==> config.mk <==
export PLATFORM = sky130hd
export DESIGN_NAME = pair_store_agu
export DESIGN_NICKNAME = d
export VERILOG_FILES = /design/src/rtl/pair_store_pkg.sv /design/src/rtl/pst_decoder.sv /design/src/rtl/pst_addr_gen.sv /design/src/rtl/pst_data_pack.sv /design/src/rtl/pair_store_agu.sv
export SDC_FILE = /design/constraint.sdc
export NUM_CORES = 1
export LEC_CHECK = 0
export BUFFER_PORTS_ARGS = -buffer_cell sky130_fd_sc_hd__buf_2
export CAP_MARGIN = 20
export CORE_AREA = 3 3 322 324
export DETAILED_ROUTE_END_ITERATION = 8
export DIE_AREA = 0 0 325 327
export HOLD_SLACK_MARGIN = 0.02
export PLACE_DENSITY = 0.43
export SETUP_SLACK_MARGIN = 0.02
export SLEW_MARGIN = 20
export SYNTH_ARGS = -nofsm -noshare
export SYNTH_HDL_FRONTEND = slang
export SYNTH_SLANG_ARGS = --single-unit
==> constraint.sdc <==
create_clock -name clk -period 5.65 [get_ports clk]
set_input_delay 0.8475 -clock clk [delete_from_list [all_inputs] [get_ports clk]]
set_output_delay 0.8475 -clock clk [all_outputs]
set_load 0.01 [all_outputs]
==> src/rtl/pair_store_pkg.sv <==
`timescale 1ns/1ps
// Shared types for the paired store address unit.
// Assumes the element-size field and the address-form field of the instruction
// map directly onto the enum encodings below.
package pair_store_pkg;

    typedef enum logic [1:0] {
        SZ_W32  = 2'b00,
        SZ_W64  = 2'b01,
        SZ_W128 = 2'b10,
        SZ_BAD  = 2'b11
    } elem_size_e;

    typedef enum logic [1:0] {
        AM_NONE   = 2'b00,
        AM_POST   = 2'b01,
        AM_SIGNED = 2'b10,
        AM_PRE    = 2'b11
    } addr_mode_e;

    typedef struct packed {
        logic       bad;
        elem_size_e size;
        addr_mode_e mode;
        logic [6:0] imm;
        logic [4:0] rn;
    } store_dec_t;

    // log2 of the element size in bytes
    function automatic logic [2:0] size_shift(elem_size_e sz);
        case (sz)
            SZ_W32:  return 3'd2;
            SZ_W64:  return 3'd3;
            SZ_W128: return 3'd4;
            default: return 3'd0;
        endcase
    endfunction

endpackage

==> src/rtl/pst_decoder.sv <==
`timescale 1ns/1ps
// Decoder: splits the instruction word into size, address form, immediate and
// base field, and flags every encoding this unit does not accept.
// Assumes the caller has already read the two source registers, so the source
// register index fields are not needed here.
module pst_decoder
    import pair_store_pkg::*;
(
    input  logic [31:0] instr,
    output store_dec_t  dec
);

    logic fixed_ok;
    logic unused_src_fields;

    // the source register numbers only matter to the register read stage
    assign unused_src_fields = ^{instr[14:10], instr[4:0]};

    // fixed opcode bits of the store-pair vector form
    assign fixed_ok = (instr[29:27] == 3'b101) && instr[26] && !instr[25] && !instr[22];

    // field extraction and the undefined check
    always_comb begin
        dec.size = elem_size_e'(instr[31:30]);
        dec.mode = addr_mode_e'(instr[24:23]);
        dec.imm  = instr[21:15];
        dec.rn   = instr[9:5];
        dec.bad  = !fixed_ok || (dec.size == SZ_BAD) || (dec.mode == AM_NONE);
    end

endmodule

==> src/rtl/pst_addr_gen.sv <==
`timescale 1ns/1ps
// Address generator: selects the base, scales the immediate, and forms the
// access address and the writeback value. It also checks stack pointer
// alignment. Assumes SP_ALIGN is a power of two.
module pst_addr_gen
    import pair_store_pkg::*;
#(
    parameter int ADDR_W   = 64,
    parameter int SP_ALIGN = 16
) (
    input  store_dec_t        dec,
    input  logic [ADDR_W-1:0] base_gpr,
    input  logic [ADDR_W-1:0] base_sp,
    output logic [ADDR_W-1:0] access_addr,
    output logic [ADDR_W-1:0] final_addr,
    output logic              sp_fault,
    output logic              writeback
);

    localparam int ALIGN_BITS = $clog2(SP_ALIGN);

    logic              use_sp;
    logic [ADDR_W-1:0] base;
    logic [ADDR_W-1:0] imm_ext;
    logic [ADDR_W-1:0] offset;
    logic [ADDR_W-1:0] sum;

    // base selection: field value 31 names the stack pointer
    assign use_sp = (dec.rn == 5'd31);
    assign base   = use_sp ? base_sp : base_gpr;

    // sign-extend and scale the immediate by the element size
    assign imm_ext = {{(ADDR_W-7){dec.imm[6]}}, dec.imm};
    assign offset  = imm_ext << size_shift(dec.size);
    assign sum     = base + offset;

    // post-index accesses at the old base, the other forms at the sum
    assign access_addr = (dec.mode == AM_POST) ? base : sum;
    assign final_addr  = sum;
    assign writeback   = (dec.mode == AM_POST) || (dec.mode == AM_PRE);

    // stack pointer must be aligned when it is the base
    assign sp_fault = use_sp && (base_sp[ALIGN_BITS-1:0] != '0);

endmodule

==> src/rtl/pst_data_pack.sv <==
`timescale 1ns/1ps
// Data packer: builds the double-width write word from the two source
// elements for every supported size and picks the one for the decoded size
// and endianness. Assumes ELEM_W is 32 times a power of two.
module pst_data_pack
    import pair_store_pkg::*;
#(
    parameter int ELEM_W = 128
) (
    input  elem_size_e                          size,
    input  logic                                big_endian,
    input  logic [ELEM_W-1:0]                   rt_data,
    input  logic [ELEM_W-1:0]                   rt2_data,
    output logic [2*ELEM_W-1:0]                 wdata,
    output logic [$clog2(2*ELEM_W/8):0]         nbytes
);

    localparam int DATA_W    = 2 * ELEM_W;
    localparam int BYTES_W   = $clog2(DATA_W/8) + 1;
    localparam int NUM_SIZES = $clog2(ELEM_W/32) + 1;

    logic [DATA_W-1:0] le_cand [NUM_SIZES];
    logic [DATA_W-1:0] be_cand [NUM_SIZES];

    // one candidate pair per element width
    for (genvar g = 0; g < NUM_SIZES; g++) begin : g_size
        localparam int W = 32 << g;
        assign le_cand[g] = DATA_W'({rt2_data[W-1:0], rt_data[W-1:0]});
        assign be_cand[g] = DATA_W'({rt_data[W-1:0], rt2_data[W-1:0]});
    end

    // select the candidate for the decoded size
    always_comb begin
        wdata  = '0;
        nbytes = '0;
        for (int i = 0; i < NUM_SIZES; i++) begin
            if (int'(size) == i) begin
                wdata  = big_endian ? be_cand[i] : le_cand[i];
                nbytes = BYTES_W'(8 << i);
            end
        end
    end

endmodule

==> src/rtl/pair_store_agu.sv <==
`timescale 1ns/1ps
// Paired store address generation unit (top).
// Accepts one instruction when idle. In the next cycle it either pulses a
// fault flag or presents the write on the memory port until accepted, then
// pulses the base register update for the writeback forms.
// Assumes the caller keeps operands valid in the cycle issue_valid is high.
module pair_store_agu
    import pair_store_pkg::*;
#(
    parameter int ADDR_W   = 64,
    parameter int ELEM_W   = 128,
    parameter int SP_ALIGN = 16
) (
    input  logic                          clk,
    input  logic                          rst_n,
    input  logic                          issue_valid,
    output logic                          issue_ready,
    input  logic [31:0]                   instr,
    input  logic                          big_endian,
    input  logic [ADDR_W-1:0]             base_gpr,
    input  logic [ADDR_W-1:0]             base_sp,
    input  logic [ELEM_W-1:0]             rt_data,
    input  logic [ELEM_W-1:0]             rt2_data,
    output logic                          mem_valid,
    input  logic                          mem_ready,
    output logic [ADDR_W-1:0]             mem_addr,
    output logic [2*ELEM_W-1:0]           mem_wdata,
    output logic [$clog2(ELEM_W/4):0]     mem_bytes,
    output logic                          wb_en,
    output logic [4:0]                    wb_reg,
    output logic [ADDR_W-1:0]             wb_value,
    output logic                          undef_flag,
    output logic                          align_fault
);

    localparam int DATA_W  = 2 * ELEM_W;
    localparam int BYTES_W = $clog2(DATA_W/8) + 1;

    typedef enum logic [1:0] {ST_IDLE, ST_REQ, ST_WB, ST_FLAG} state_e;

    store_dec_t         dec;
    logic [ADDR_W-1:0]  access_addr;
    logic [ADDR_W-1:0]  final_addr;
    logic               sp_fault;
    logic               writeback;
    logic [DATA_W-1:0]  packed_data;
    logic [BYTES_W-1:0] packed_bytes;

    state_e             state_q, state_d;
    logic [ADDR_W-1:0]  addr_q;
    logic [DATA_W-1:0]  data_q;
    logic [BYTES_W-1:0] bytes_q;
    logic [ADDR_W-1:0]  wbval_q;
    logic [4:0]         wbreg_q;
    logic               wbneed_q;
    logic               undef_q;
    logic               fault_q;
    logic               accept;

    pst_decoder u_dec (
        .instr (instr),
        .dec   (dec)
    );

    pst_addr_gen #(.ADDR_W(ADDR_W), .SP_ALIGN(SP_ALIGN)) u_addr (
        .dec         (dec),
        .base_gpr    (base_gpr),
        .base_sp     (base_sp),
        .access_addr (access_addr),
        .final_addr  (final_addr),
        .sp_fault    (sp_fault),
        .writeback   (writeback)
    );

    pst_data_pack #(.ELEM_W(ELEM_W)) u_pack (
        .size       (dec.size),
        .big_endian (big_endian),
        .rt_data    (rt_data),
        .rt2_data   (rt2_data),
        .wdata      (packed_data),
        .nbytes     (packed_bytes)
    );

    assign issue_ready = (state_q == ST_IDLE);
    assign accept      = issue_valid && issue_ready;

    // next-state selection for the request sequence
    always_comb begin
        state_d = state_q;
        case (state_q)
            ST_IDLE: if (accept) state_d = (dec.bad || sp_fault) ? ST_FLAG : ST_REQ;
            ST_REQ:  if (mem_ready) state_d = wbneed_q ? ST_WB : ST_IDLE;
            ST_WB:   state_d = ST_IDLE;
            ST_FLAG: state_d = ST_IDLE;
            default: state_d = ST_IDLE;
        endcase
    end

    // state and request payload registers
    always_ff @(posedge clk) begin
        if (!rst_n) begin
            state_q  <= ST_IDLE;
            addr_q   <= '0;
            data_q   <= '0;
            bytes_q  <= '0;
            wbval_q  <= '0;
            wbreg_q  <= '0;
            wbneed_q <= 1'b0;
            undef_q  <= 1'b0;
            fault_q  <= 1'b0;
        end else begin
            state_q <= state_d;
            if (accept) begin
                addr_q   <= access_addr;
                data_q   <= packed_data;
                bytes_q  <= packed_bytes;
                wbval_q  <= final_addr;
                wbreg_q  <= dec.rn;
                wbneed_q <= writeback;
                undef_q  <= dec.bad;
                fault_q  <= !dec.bad && sp_fault;
            end
        end
    end

    assign mem_valid   = (state_q == ST_REQ);
    assign mem_addr    = addr_q;
    assign mem_wdata   = data_q;
    assign mem_bytes   = bytes_q;
    assign wb_en       = (state_q == ST_WB);
    assign wb_reg      = wbreg_q;
    assign wb_value    = wbval_q;
    assign undef_flag  = (state_q == ST_FLAG) && undef_q;
    assign align_fault = (state_q == ST_FLAG) && fault_q;

    // a stalled write keeps its payload
    assert_hold_payload_R10: assert property (@(posedge clk) disable iff (!rst_n)
        mem_valid && !mem_ready |=> mem_valid && $stable(mem_addr) && $stable(mem_wdata) && $stable(mem_bytes));

    // a write only starts after an accepted instruction
    assert_start_after_issue_R10: assert property (@(posedge clk) disable iff (!rst_n)
        $rose(mem_valid) |-> $past(issue_valid && issue_ready));

    // the base update follows a completed handshake
    assert_wb_after_handshake_R11: assert property (@(posedge clk) disable iff (!rst_n)
        wb_en |-> $past(mem_valid && mem_ready));

    // flags, write and update never overlap
    assert_exclusive_outputs_R8: assert property (@(posedge clk) disable iff (!rst_n)
        $onehot0({mem_valid, wb_en, undef_flag, align_fault}));

    // idle means nothing is driven on the memory port
    assert_idle_quiet_R12: assert property (@(posedge clk) disable iff (!rst_n)
        issue_ready |-> !mem_valid && !wb_en);

    // a fault pulse lasts one cycle
    assert_fault_pulse_R9: assert property (@(posedge clk) disable iff (!rst_n)
        align_fault |=> !align_fault);

endmodule

Word level (Yosys, flattened, before mapping) --
Cells that the tools add are included.
Storage, ports and cells: register bits after elaboration 400, output and inout port bits 400
Cells by class: $add $sub $neg 1, equal/unequal tests 14, shift-type cells 1, muxes and demuxes 17, reduce and logical (&&, ||, !) cells 23
Operators by type and width (number):
- 256-bit two-way mux | 4
- 64-bit two-way mux | 3
- 128-bit two-way mux | 1
- 64-bit adder | 1
- 64-bit by 3-bit left shift with 64-bit output | 1
- 2-bit equality test, second input constant | 7
- 3-bit case mux with 3 select lines | 1
- 1-bit logical AND | 8
- 2-bit zero test | 4
- 2-bit two-way mux | 4
- 2-bit by 1-bit equality test with 1-bit output, second input constant | 3
- 6-bit two-way mux | 1
- 2-bit case mux with 3 select lines | 1
- 5-bit equality test, second input constant | 1
- 5-bit two-way mux | 1
- 1-bit zero test | 4
- 1-bit logical OR | 4
- 4-bit two-way mux | 1
- 2-bit by 1-bit != test with 1-bit output, second input constant | 2
- 4-bit nonzero test | 1
- 3-bit equality test, second input constant | 1
- 2-bit AND reduction | 1
- 2-bit OR reduction | 1

Logic depth before layout (Yosys ltp) --
depth in word-level cells 11, depth in mapped cells 17

By module --
A second synthesis with hierarchy kept.
Unflattened totals: cell total of the unflattened synthesis 3269, area total of the unflattened synthesis 26907.1 um^2
Modules (own cells, without submodules):
- pair_store_agu | times used 1, cells an instance 1740, area an instance 15665.0 um^2, seq. area each 8007.7 um^2
- pst_addr_gen | times used 1, cells an instance 880, area an instance 5890.6 um^2, seq. area each 0.0 um^2
- pst_data_pack | times used 1, cells an instance 630, area an instance 5201.2 um^2, seq. area each 0.0 um^2
- pst_decoder | times used 1, cells an instance 19, area an instance 150.1 um^2, seq. area each 0.0 um^2

Worst setup path before layout --
No wires, ideal clock.
path type in2reg, start point input port instr[6], end point register addr_q[58], in the netlist mem_addr[58], library setup time 0.103 ns, arrival 4.535 ns, required time 5.547 ns, path slack 1.012 ns, cell stages on the path 16, path through and3_1 -> nand3_1 -> buf_1 -> mux2_2 -> ha_1 -> fa_1 -> a211o_1 -> a211o_1 -> a21oi_2 -> o21ai_2 -> a31oi_2 -> o31ai_1 -> a21oi_2 -> o221ai_1 -> xnor2_1 -> a2111oi_2
Between the ends: longest elaborated chain between the ends 4
Ends and longest elaborated chain:
- from (decl) | RTL line pair_store_agu.sv:18 | input logic [31:0] instr,
- 5-bit equality test (*) | RTL line pst_addr_gen.sv:29 | assign use_sp = (dec.rn == 5'd31);
- 64-bit two-way mux (*) | RTL line pst_addr_gen.sv:30 | assign base = use_sp ? base_sp : base_gpr;
- 64-bit adder | RTL line pst_addr_gen.sv:35 | assign sum = base + offset;
- 64-bit two-way mux (*) | RTL line pst_addr_gen.sv:38 | assign access_addr = (dec.mode == AM_POST) ? base : sum;
- to (signal assigned) | RTL line pair_store_agu.sv:114 | addr_q <= access_addr;
- to (decl) | RTL line pair_store_agu.sv:50 | logic [ADDR_W-1:0] addr_q;
Mark *: on every way between the ends. The rest lies on a longest branch, timed or not. A chain may end at the register's enable or synchronous reset.

Worst setup path after layout --
start point input port instr[9], end point register addr_q[46], in the netlist mem_addr[46]
The elaborated chain is that of the path after synthesis.

==> impl_metrics.toml <==
[route]
drc = 0
wirelength_mm = 112
antenna_left = 0
post_drt_wl_per_cell_um = 24.2
vias = 22543
drt_iter0_drc = 1874
dr.pass1.iters = 6
vias_per_cell = 4.88

[setup_path]
critPathMaxFanout = 32
cp-end-kind = "flop"
arrival_ns = 5.03
start_kind = "primary input"
required_ns = 6.13
worst-setup-path-type = "in2reg"

[power]
power.share.sequential_pct = 36.3
vdd_ir_drop_max_mv = 0.185
combPwrFrac_pct = 25.1
p_int_uw = 5710
p_per_area_nw_per_um2 = 291
p_leak_uw = 0.0129
swShare_pct = 32.7
power.net_switching_uw = 2780
clkPwrFrac_pct = 38.6

[synthesis]
async_flop_share_pct = 0
ys_seq_elements = 397
avgSynthCellArea_um2 = 8.74
synth_ff_type = "dfxtp_1"
synth_edf_count = 0
muxShareOfSynthArea_pct = 17.1
ys_seq_area_share_pct = 36.1
synth_top_family_by_area = "compound AO/OA/AOI/OAI gates"
synthAdderAreaFrac_pct = 3.67
synth_xor_area_share_pct = 2.46
yosys.area_share.simple_pct = 13.5
syn_area_um2 = 22000
syn_inst = 2522
yosysUniqueCellTypes = 78
ys_warn_count = 0
synth_compound_area_share_pct = 23.0

[floorplan]
die_w_um = 325
fp.dieH_um = 327
start_util_pct = 21.7
row_count = 117
core_um2 = 101000
die_area_um2 = 106000
io_pins = 821

[worst_hold_path]
worstHoldPathType = "reg2reg"

[cells_and_area]
nets = 3685
largest_reg_flops = 256
drive_above_1_share_pct = 39.9
syn_to_final_growth_pct = 32.3

[cts]
cts_tree = "yes"
cts_resized = 0
htreeDepth = 2
numClockSinks = 397
post_cts_buffers = 0
postCtsHoldBufs = 0
worstSkewPairLatency_ns = 0.63
cts-root-buf = "clkbuf_16"
clk_path_buf_depth = 3
numCtsBuffers = 50
path_clk_slew_ns = 0.06

[sta]
post-route-min-period_ns = 4.55
clock_skew_ns = 0.0240
slew_headroom_pct = 33.0
fin_crit_sh_pct = 80.4
setup_viol = 0
worst_pin_slew_ns = 1.01
fmax_mhz = 220
hold_viol = 0
grt_setup_unrepaired = "no"
setup_tns_ns = 0
timing.hold.ws_ns = 0.451
layout_setup_ws_ns = 1.10
slew_viol_final = 0

[global_routing]
grt_pass1_vias = 22059
grt_max_degree = 156
antenna_found_initial = 60
globalRouteTotalUtil_pct = 20.0
grt_pass1_wl_mm = 159
grt-ovfl-total = 0

[flow_run]
cap_violations = 0

[placed_design]
port_buffers = 807
gp_congestion = 0.893
hpwl_mm = 86.6
pre_cts_ws_ns = 0.497

[run_status]
status = "finished, final reports clean"
worst max-delay path, stage by stage:
cell       delay (ns)
buf_2            0.15
and3_1           0.18
nand3_4          0.10
buf_12           0.24
mux2_2           0.41
fa_1             0.47
a211o_1          0.36
a21oi_2          0.24
o211ai_1         0.17
a2111oi_0        0.47
nor2_1           0.22
a41oi_1          0.51
xor2_1           0.34
o21ai_0          0.14
o21ai_0          0.10
nor2_1           0.05
cell usage in the layout, fill, tap and decap left out, drive strengths merged, types with 18 or more instances in the layout:
cell type / count
buf: 850
dfxtp: 397
nor2: 382
mux2: 320
nand2: 186
a21oi: 177
a22oi: 160
o21ai: 135
a222oi: 96
clkbuf: 77
ha: 63
xnor2: 35
a21o: 29
nor3: 29
nand3: 28
xor2: 27
diode: 18
logic make-up (layout without fill, tap and decap cells):
group | after synthesis | count (layout)
AO/OA/AOI/OAI | 719 | 719
XOR/XNOR | 62 | 62
flip-flops | 397 | 397
buffers and inverters | 238 | 952
multiplexers | 331 | 331
adder cells (fa/ha/maj) | 64 | 64
AND/OR/NAND/NOR | 710 | 710
other | 1 | 21
synth_stat cells (13+ instances only):
| cell type | instances | area [µm²] |
|---|---|---|
| a22oi_1 | 160 | 1200 |
| clkbuf_1 | 195 | 732 |
| o211a_1 | 13 | 130 |
| nor3_1 | 28 | 140 |
| xor2_1 | 27 | 236 |
| and2_1 | 17 | 106 |
| mux2_2 | 320 | 3600 |
| nand2_1 | 186 | 698 |
| nor2_1 | 382 | 1430 |
| nand4_1 | 17 | 106 |
| xnor2_1 | 35 | 307 |
| buf_1 | 13 | 48.8 |
| a21oi_1 | 172 | 861 |
| a21o_1 | 28 | 210 |
| ha_1 | 63 | 788 |
| a222oi_1 | 96 | 961 |
| a31oi_1 | 14 | 87.6 |
| o21ai_0 | 121 | 606 |
| o211ai_1 | 15 | 113 |
| nand3_1 | 28 | 140 |
| dfxtp_1 | 397 | 7950 |
final timing paths:
check,from,to,slack (ns),depth (start not counted)
worst max-delay path,instr[9],mem_addr[46]$_SDFFE_PN0P_,1.10,16
worst min-delay path,wb_value[11]$_SDFFE_PN0P_,wb_value[11]$_SDFFE_PN0P_,0.45,2
worst max register to register,state_q[1]$_SDFFE_PN0P_,mem_wdata[76]$_SDFFE_PN0P_,2.92,6
worst min register to register,wb_value[11]$_SDFFE_PN0P_,wb_value[11]$_SDFFE_PN0P_,0.45,2
cell type report:
class,instances,area (µm²)
Fill cell,11159,72300
Clock inverter,13,166
Inverter,12,52.6
Tap cell,1368,1710
Sequential cell,397,7950
Clock buffer,77,1480
Multi-Input combinational cell,1889,13200
Timing Repair Buffer,850,4510
Antenna cell,18,45.0
power groups by stage:
stage          logic, µW  clock network (µW)  registers (µW)
6_report            2130                3280            3080
5_1_grt             2330                3510            3100
4_1_cts             2160                3420            3080
3_5_place_dp        2150                   0            3140
3_3_place_gp        2150                   0            3140
2_1_floorplan       1170                   0            3220
per-stage QoR:
step	utilization (%)	total power [µW]	cell area, µm²	std cells
3_5_place_dp	27.1	5290	27500	4516
2_1_floorplan	-	4380	22000	2524
3_3_place_gp	27.1	5290	27500	4516
5_1_grt	28.7	8940	29100	4614
6_report	28.7	8490	29200	4624
4_1_cts	28.7	8650	29100	4606
per-layer routing:
layer / vias up / routed length [µm] / global-route usage [%] / share of wire, %
li1: 10678 / - / - / -
met1: 10815 / 44100 / 23.2 / 39
met2: 872 / 55400 / 35.5 / 49
met3: 154 / 9970 / 7.04 / 8.9
met4: 24 / 2320 / 4.05 / 2.1
met5: - / 165 / 0 / 0.15
(Power assumes the default switching activity.)
